--- src/rtl/chg_alert_pkg.sv ---
package chg_alert_pkg;
   localparam int unsigned SLV_AW = 7;
   localparam logic [SLV_AW-1:0] RESP_ADDR = 7'b0001100;

   function automatic logic is_resp_read(input logic [7:0] hdr);
      return (hdr[7:1] == RESP_ADDR) && hdr[0];
   endfunction
endpackage

--- src/rtl/chg_alert_filt.sv ---
module chg_alert_filt #(
   parameter int unsigned FILT_CYCLES = 3
) (
   input  logic clk,
   input  logic rst_n,
   input  logic pin,
   output logic chg
);
   logic prime_q;
   logic lvl_q;

   generate
      if (FILT_CYCLES == 1) begin : g_direct
         assign chg = prime_q && (pin != lvl_q);
         always_ff @(posedge clk) begin
            if (!rst_n) begin
               prime_q <= 1'b0;
               lvl_q   <= 1'b0;
            end else begin
               prime_q <= 1'b1;
               lvl_q   <= pin;
            end
         end
      end else begin : g_count
         localparam int unsigned CW = $clog2(FILT_CYCLES);
         localparam logic [CW-1:0] LAST = CW'(FILT_CYCLES - 1);
         logic [CW-1:0] cnt_q;

         assign chg = prime_q && (pin != lvl_q) && (cnt_q == LAST);

         always_ff @(posedge clk) begin
            if (!rst_n) begin
               prime_q <= 1'b0;
               lvl_q   <= 1'b0;
               cnt_q   <= '0;
            end else if (!prime_q) begin
               prime_q <= 1'b1;
               lvl_q   <= pin;
               cnt_q   <= '0;
            end else if (pin == lvl_q) begin
               cnt_q   <= '0;
            end else if (chg) begin
               lvl_q   <= pin;
               cnt_q   <= '0;
            end else begin
               cnt_q   <= cnt_q + 1'b1;
            end
         end
      end
   endgenerate
endmodule

--- src/rtl/chg_alert_stat.sv ---
module chg_alert_stat #(
   parameter int unsigned WIDTH = 8
) (
   input  logic             clk,
   input  logic             rst_n,
   input  logic [WIDTH-1:0] evt,
   input  logic             stat_rd,
   input  logic             resp_clr,
   output logic [WIDTH-1:0] status,
   output logic             pend
);
   logic [WIDTH-1:0] status_q;
   logic             pend_q;
   logic             any_evt;

   assign any_evt = |evt;

   always_ff @(posedge clk) begin
      if (!rst_n) begin
         status_q <= '0;
         pend_q   <= 1'b0;
      end else begin
         status_q <= stat_rd ? evt : (status_q | evt);
         pend_q   <= (stat_rd || resp_clr) ? any_evt : (pend_q || any_evt);
      end
   end

   assign status = status_q;
   assign pend   = pend_q;
endmodule

--- src/rtl/chg_alert_ara.sv ---
module chg_alert_ara
   import chg_alert_pkg::*;
#(
   parameter logic RESP_TAIL = 1'b0
) (
   input  logic              clk,
   input  logic              rst_n,
   input  logic              hdr_stb,
   input  logic [7:0]        hdr_byte,
   input  logic              alert_on,
   input  logic [SLV_AW-1:0] dev_addr,
   output logic              resp_clr,
   output logic              hit,
   output logic [7:0]        resp
);
   logic       hit_q;
   logic [7:0] resp_q;

   assign resp_clr = hdr_stb && alert_on && is_resp_read(hdr_byte);

   always_ff @(posedge clk) begin
      if (!rst_n) begin
         hit_q  <= 1'b0;
         resp_q <= '0;
      end else begin
         hit_q <= resp_clr;
         if (resp_clr) resp_q <= {dev_addr, RESP_TAIL};
      end
   end

   assign hit  = hit_q;
   assign resp = resp_q;
endmodule

--- src/rtl/chg_alert.sv ---
module chg_alert
   import chg_alert_pkg::*;
#(
   parameter int unsigned WIDTH       = 8,
   parameter int unsigned FILT_CYCLES = 3,
   parameter logic        RESP_TAIL   = 1'b0
) (
   input  logic              clk,
   input  logic              rst_n,
   input  logic [WIDTH-1:0]  pin_sync,
   input  logic [WIDTH-1:0]  dir_out,
   input  logic [WIDTH-1:0]  bit_ie,
   input  logic              glob_ie,
   input  logic [SLV_AW-1:0] dev_addr,
   input  logic              stat_rd,
   input  logic              hdr_stb,
   input  logic [7:0]        hdr_byte,
   output logic              alert_oe,
   output logic [WIDTH-1:0]  status,
   output logic              ara_hit,
   output logic [7:0]        ara_resp
);
   generate
      if (WIDTH < 1) begin : g_bad_width
         $error("chg_alert: WIDTH must be at least 1");
      end
      if (FILT_CYCLES < 1) begin : g_bad_filt
         $error("chg_alert: FILT_CYCLES must be at least 1");
      end
   endgenerate

   logic [WIDTH-1:0] chg;
   logic [WIDTH-1:0] evt;
   logic             pend;
   logic             resp_clr;

   generate
      for (genvar i = 0; i < WIDTH; i++) begin : g_pin
         chg_alert_filt #(.FILT_CYCLES(FILT_CYCLES)) u_filt (
            .clk   (clk),
            .rst_n (rst_n),
            .pin   (pin_sync[i]),
            .chg   (chg[i])
         );
      end
   endgenerate

   assign evt = chg & ~dir_out & bit_ie;

   chg_alert_stat #(.WIDTH(WIDTH)) u_stat (
      .clk      (clk),
      .rst_n    (rst_n),
      .evt      (evt),
      .stat_rd  (stat_rd),
      .resp_clr (resp_clr),
      .status   (status),
      .pend     (pend)
   );

   assign alert_oe = pend && glob_ie;

   chg_alert_ara #(.RESP_TAIL(RESP_TAIL)) u_ara (
      .clk      (clk),
      .rst_n    (rst_n),
      .hdr_stb  (hdr_stb),
      .hdr_byte (hdr_byte),
      .alert_on (alert_oe),
      .dev_addr (dev_addr),
      .resp_clr (resp_clr),
      .hit      (ara_hit),
      .resp     (ara_resp)
   );
endmodule

--- config.mk ---
export PLATFORM = sky130hd
export DESIGN_NAME = chg_alert
export DESIGN_NICKNAME = d
export VERILOG_FILES = /design/src/rtl/chg_alert_pkg.sv /design/src/rtl/chg_alert_filt.sv /design/src/rtl/chg_alert_stat.sv /design/src/rtl/chg_alert_ara.sv /design/src/rtl/chg_alert.sv
export SDC_FILE = /design/constraint.sdc
export NUM_CORES = 1
export LEC_CHECK = 0
export ABC_AREA = 1
export CAP_MARGIN = 15
export CORE_MARGIN = 3
export CORE_UTILIZATION = 42
export CTS_BUF_LIST = sky130_fd_sc_hd__clkbuf_8
export CTS_CLUSTER_SIZE = 25
export DETAILED_ROUTE_END_ITERATION = 10
export GPL_TIMING_DRIVEN = 0
export PLACE_DENSITY_LB_ADDON = 0.2
export RECOVER_POWER = 50
export SLEW_MARGIN = 20
export SYNTH_ARGS = -nofsm -noshare
export SYNTH_HDL_FRONTEND = slang
export SYNTH_SLANG_ARGS = --single-unit
--- constraint.sdc ---
create_clock -name clk -period 1.3 [get_ports clk]
set_clock_uncertainty 0.2 [all_clocks]
set_input_delay 0.26 -clock clk [delete_from_list [all_inputs] [get_ports clk]]
set_output_delay 0.26 -clock clk [all_outputs]
set_load 0.03 [all_outputs]
==> flow_summary.json, run 1 <==
{
  "insertion_delay_ns": 0.29,
  "rsz0062_at_grt": "true",
  "grt_util_met3_pct": 4.986,
  "io_buffers": 60,
  "core_mm2": 0.004144,
  "syn_to_final_growth_pct": 56.29,
  "critical_path_class": "in2reg",
  "synth-compound-area-share_pct": 9.953,
  "setup_ws_ns": -0.1135,
  "fmax_ghz": 0.7075,
  "grt_max_degree": 13,
  "cts_buffers": 5,
  "yosys_most_used_dff": "dfxtp_1",
  "placed_cells": 368,
  "ys_types": 19,
  "utilization_pct": 70.17,
  "irDropWorstVdd_v": 0.0009503,
  "synth_area_leaders": "dfxtp_1, nand2_1, inv_1, nor2_1, a21oi_1",
  "gp_congestion": 0.7804,
  "tritoncts": "built",
  "holdCritPathClass": "in2reg",
  "ys_ff_latch": 42,
  "cap_viol_max_count": 0,
  "end_kind": "flip-flop",
  "viasPerCell": 4.652,
  "hold_violations": 0,
  "min_period_over_period_pct": 108.7,
  "clkTransAtPathRegs_ns": 0.08,
  "leakagePower_nw": 1.308,
  "dieHeight_um": 72.56,
  "muxShareOfSynthArea_pct": 0,
  "drt-total-wl_mm": 4.494,
  "diodes": 0,
  "grt_pass1_vias": 1610,
  "wl_per_cell_um": 11.58,
  "dr_total_vias": 1805,
  "syn-num-nets": 310,
  "power.total_mw": 2.578,
  "drt_iter0_drc": 43,
  "outcome": "finished, violations left",
  "seq_area_frac_synth_pct": 45.19,
  "synthSimpleGateAreaFrac_pct": 26.09,
  "yosys.area.top_type": "dfxtp_1",
  "dp_hpwl_mm": 3.083,
  "use_met2_pct": 28.06,
  "synth_top_area_share_pct": 45.19,
  "failed_checks": "setup timing",
  "synth_edf_count": 0,
  "clock_sinks": 42,
  "grtUsageMet1_pct": 20.48,
  "synth_top_family_by_area": "simple AND/OR/NAND/NOR gates",
  "avgSynthCellArea_um2": 7.211,
  "antenna_found_initial": 0,
  "grt-ovfl-total": 0,
  "hold_ws_ns": 0.1187,
  "drcViolationCount": 0,
  "placementRows": 23,
  "clockRootBuffer": "clkbuf_8",
  "yosys_warnings": 0,
  "num-nets-final": 389,
  "synth_adder_area_share_pct": 5.380,
  "netlist_top_cells_count": "nand2_1, inv_1, dfxtp_1, nor2_1, a21oi_1",
  "path_max_fanout": 3,
  "cts_buffer_depth": 2,
  "drive_above_1_share_pct": 30.18,
  "worstSetupStartpointType": "input pin",
  "min_period_ns": 1.414,
  "setup_violations": 28,
  "die-area_mm2": 0.005264,
  "die_w_um": 72.56,
  "grt_use_total_pct": 16.67,
  "synth_xor_area_share_pct": 0,
  "drv_slew": 0,
  "grt_first_pass_wirelength_mm": 6.969,
  "worstPathRequired_ns": 1.29,
  "busiest_layer": "met2",
  "postSynth.asyncResetShare_pct": 0,
  "cts_hold_buf": 0,
  "power_density_mw_per_mm2": 886.7,
  "cts_max_level": 2,
  "pin_count": 62,
  "fin_cells": 388,
  "firstDrtPassIters": 4,
  "start_util_pct": 44.90,
  "yosysMostFrequentCell": "nand2_1",
  "ant_nets": 0,
  "syn_inst": 258,
  "arrival_ns": 1.41,
  "netlist_area_mm2": 0.001861
}
## worst max-delay path, stage by stage
cell and delay, ns:
clkdlybuf4s50_1 0.51, inv_1 0.05, nand2_1 0.05, nand2_1 0.07, nand2_1 0.09, nand2_1 0.06
nor2_1 0.13, nand3_1 0.09, nand2_1 0.07, inv_1 0.04
## final cells by class
cell class	count	area, um^2
Inverter	52	200.2
Clock inverter	2	8.758
Tap cell	50	62.56
Buffer	6	71.32
Timing Repair Buffer	72	673.1
Fill cell	341	1236
Clock buffer	6	82.58
Multi-Input combinational cell	158	949.7
Sequential cell	42	859.6
## routing by layer
layer	vias up	share of wire, %
met3	4	7.4
li1	955	-
met5	-	0
met2	47	49
met4	0	0.62
met1	799	43
## registers in the layout (all words and copies together), names as in the netlist
signal and cells:
u_stat.pend 1, g_pin.u_filt.g_count.cnt_q 16, u_ara.resp 7, g_pin.u_filt.prime_q 1
u_stat.status 8, g_pin.u_filt.lvl_q 8, u_ara.hit 1
## metrics by stage
step / setup slack, ns / area (um^2) / TNS, ns
after floorplan: 0.01365 / 1861 / 0
after global placement: -0.6723 / 2524 / -17.75
after detailed placement: -0.6766 / 2524 / -18.43
after CTS: -0.06204 / 2674 / -0.1211
after global routing: -0.1870 / 2908 / -2.761
final: -0.1135 / 2908 / -1.642
## kinds of logic (layout without fill, tap and decap cells)
kind of cell	Yosys count	after routing
other	1	1
adder cells (fa/ha/maj)	8	8
buffers and inverters	58	138
AND/OR/NAND/NOR	115	115
AO/OA/AOI/OAI	34	34
flip-flops	42	42
## placed cells by master, fill, tap and decap left out, types with 7 or more instances in the layout
cell,n
buf_6,10
dfxtp_2,12
clkdlybuf4s50_1,27
nand2_1,51
buf_4,18
nand3_2,9
a21oi_1,15
inv_1,48
dlygate4sd2_1,13
nor2_1,34
dfxtp_1,29
a21oi_2,8
nor3_1,7
## repair_timing
action                     CTS  global route
pin swaps                   18            14
setup buffers                6             4
resized for setup          145            62
hold endpoints to repair     0             0
cloned                       1             1
setup endpoints to repair   54            39
## path summary, 6_finish.rpt
check                                                      start                               end  slack [ns]  depth (start not counted)
worst max-delay path                                 pin_sync[1]                       u_stat.pend       -0.11                         10
worst min-delay path                                 pin_sync[6]             g_pin[6].u_filt.lvl_q        0.12                          3
worst max register to register  g_pin[3].u_filt.g_count.cnt_q[0]                       u_stat.pend       -0.11                         10
worst min register to register  g_pin[1].u_filt.g_count.cnt_q[0]  g_pin[1].u_filt.g_count.cnt_q[0]        0.19                          1
## power breakdown
group | total, mW | leakage (nW) | internal [mW] | switching (mW)
combinational | 0.378 | 0.908 | 0.203 | 0.175
sequential | 1.35 | 0.348 | 1.32 | 0.0225
clock | 0.854 | 0.0524 | 0.421 | 0.433
No activity file was read; power rests on OpenSTA's default activity.
==> inputs of run 2 (changes only) <==
==> constraint.sdc (replaced) <==
create_clock -name clk -period 1.3 [get_ports clk]
set_clock_uncertainty 0.2 [all_clocks]
set_input_delay 0.26 -clock clk [delete_from_list [all_inputs] [get_ports clk]]
set_output_delay 0.26 -clock clk [all_outputs]
set_load 0.1 [all_outputs]
==> flow_summary.json, run 2 (synthesis results as in run 1) <==
{
  "outcome": "finished, violations left",
  "failed_checks": "setup timing",
  "final_area_mm2": 0.003105,
  "arrival_ns": 0.98,
  "firstDrtPassIters": 4,
  "num-nets-final": 394,
  "start_util_pct": 44.90,
  "clkTransAtPathRegs_ns": 0.08,
  "cts_buffer_depth": 2,
  "ant_nets": 0,
  "die-area_mm2": 0.005264,
  "dieHeight_um": 72.56,
  "top_register": "g_pin.u_filt.g_count.cnt_q",
  "placementRows": 23,
  "hold_ws_ns": 0.1887,
  "utilization_pct": 74.94,
  "tritoncts": "built",
  "syn_to_final_growth_pct": 66.91,
  "clock_sinks": 42,
  "grt_max_degree": 12,
  "wl_per_cell_um": 13.29,
  "cts_max_level": 2,
  "leakagePower_nw": 1.350,
  "grt-ovfl-total": 0,
  "end_kind": "primary output",
  "grt_pass1_vias": 1642,
  "io_buffers": 60,
  "antenna_found_initial": 0,
  "core_mm2": 0.004144,
  "reg2reg_slack_ns": -0.09,
  "min_period_over_period_pct": 111.1,
  "power.total_mw": 2.494,
  "setup_ws_ns": -0.1443,
  "cap_viol_max_count": 0,
  "drv_slew": 0,
  "fmax_ghz": 0.6924,
  "worstPathRequired_ns": 0.84,
  "gp_congestion": 0.8064,
  "grt_first_pass_wirelength_mm": 7.376,
  "rsz0062_at_grt": "true",
  "pin_count": 62,
  "fin_setup_tns_ns": -0.3225,
  "drive_above_1_share_pct": 31.87,
  "drt_iter0_drc": 80,
  "holdCritPathClass": "reg2reg",
  "critical_path_class": "reg2out",
  "diodes": 0,
  "dr_total_vias": 1886,
  "irDropWorstVdd_v": 0.0006707,
  "largest_register_ffs": 16,
  "cts_buffers": 5,
  "drt-total-wl_mm": 5.210,
  "place_area_mm2": 0.002550,
  "min_period_ns": 1.444,
  "hold_violations": 0,
  "clockRootBuffer": "clkbuf_8",
  "grt_use_total_pct": 18.25,
  "setup_violations": 4,
  "final_cell_mix": "nand2_1, inv_1, nor2_1",
  "final_common_cell": "nand2_1",
  "drcViolationCount": 0,
  "path_max_fanout": 2,
  "insertion_delay_ns": 0.30,
  "viasPerCell": 4.811,
  "die_w_um": 72.56,
  "dp_hpwl_mm": 3.178,
  "power_density_mw_per_mm2": 803.2,
  "worstSetupStartpointType": "flip-flop"
}
==> run 2: cell count changes in the layout (fill, tap and decap cells not counted), sizes merged <==
| cell | change |
|---|---|
| clkinv | -2 |
| clkbuf | -3 |
| clkdlybuf4s25 | +1 |
| dlymetal6s2s | -2 |
| clkinvlp | +1 |
| buf | +6 |
| inv | +1 |
| clkdlybuf4s50 | +3 |
| dlygate4sd2 | -1 |
==> run 2: metrics by stage <==
stage,instances,setup WS [ns]
2_1_floorplan,258,0.01365
3_3_place_gp,368,-1.140
3_5_place_dp,368,-1.148
4_1_cts,383,-0.1450
5_1_grt,392,-0.2130
6_report,392,-0.1443
==> run 2: routing by layer <==
| layer | track usage, % | routed length (um) | vias to the layer above |
|---|---|---|---|
| met5 | 0 | 0 | - |
| met4 | 8.402 | 129 | 0 |
| met3 | 5.817 | 283 | 13 |
| met2 | 30.46 | 2749 | 53 |
| met1 | 21.17 | 2047 | 862 |
| li1 | - | - | 958 |
==> run 2: worst paths after layout <==
kind | startpoint | to | depth (start not counted)
max | u_stat.pend | alert_oe | 3
min | g_pin[4].u_filt.g_count.cnt_q[0] | g_pin[4].u_filt.g_count.cnt_q[0] | 1
max reg2reg | u_stat.pend | u_ara.resp[2] | 5
min reg2reg | g_pin[4].u_filt.g_count.cnt_q[0] | g_pin[4].u_filt.g_count.cnt_q[0] | 1
==> run 2: worst max-delay path, stage by stage, from the launching register on <==
cell        delay [ns]
dfxtp_2           0.34
nand2_4           0.08
clkinvlp_4        0.09
buf_12            0.17
==> run 2: power breakdown <==
part | internal, mW | leakage (nW) | switching, mW
combinational | 0.193 | 0.947 | 0.179
clock | 0.354 | 0.0466 | 0.424
sequential | 1.32 | 0.356 | 0.0236
total | 1.87 | 1.35 | 0.627
==> run 2: final cells by class <==
| class | count | area, um^2 |
|---|---|---|
| Multi-Input combinational cell | 158 | 923.4 |
| Clock inverter | 2 | 7.507 |
| Fill cell | 302 | 1039 |
| Inverter | 52 | 201.4 |
| Clock buffer | 5 | 68.82 |
| Timing Repair Buffer | 77 | 893.4 |
| Tap cell | 50 | 62.56 |
| Sequential cell | 42 | 883.3 |
| Buffer | 6 | 65.06 |
==> run 2: what timing repair did <==
item / in CTS / in global routing
gates cloned: 1 / 0
pin swaps: 16 / 19
gates resized for setup: 202 / 32
hold endpoints to repair: 0 / 1
setup endpoints to repair: 55 / 44
hold buffers: 0 / 1
buffers inserted: 7 / 8
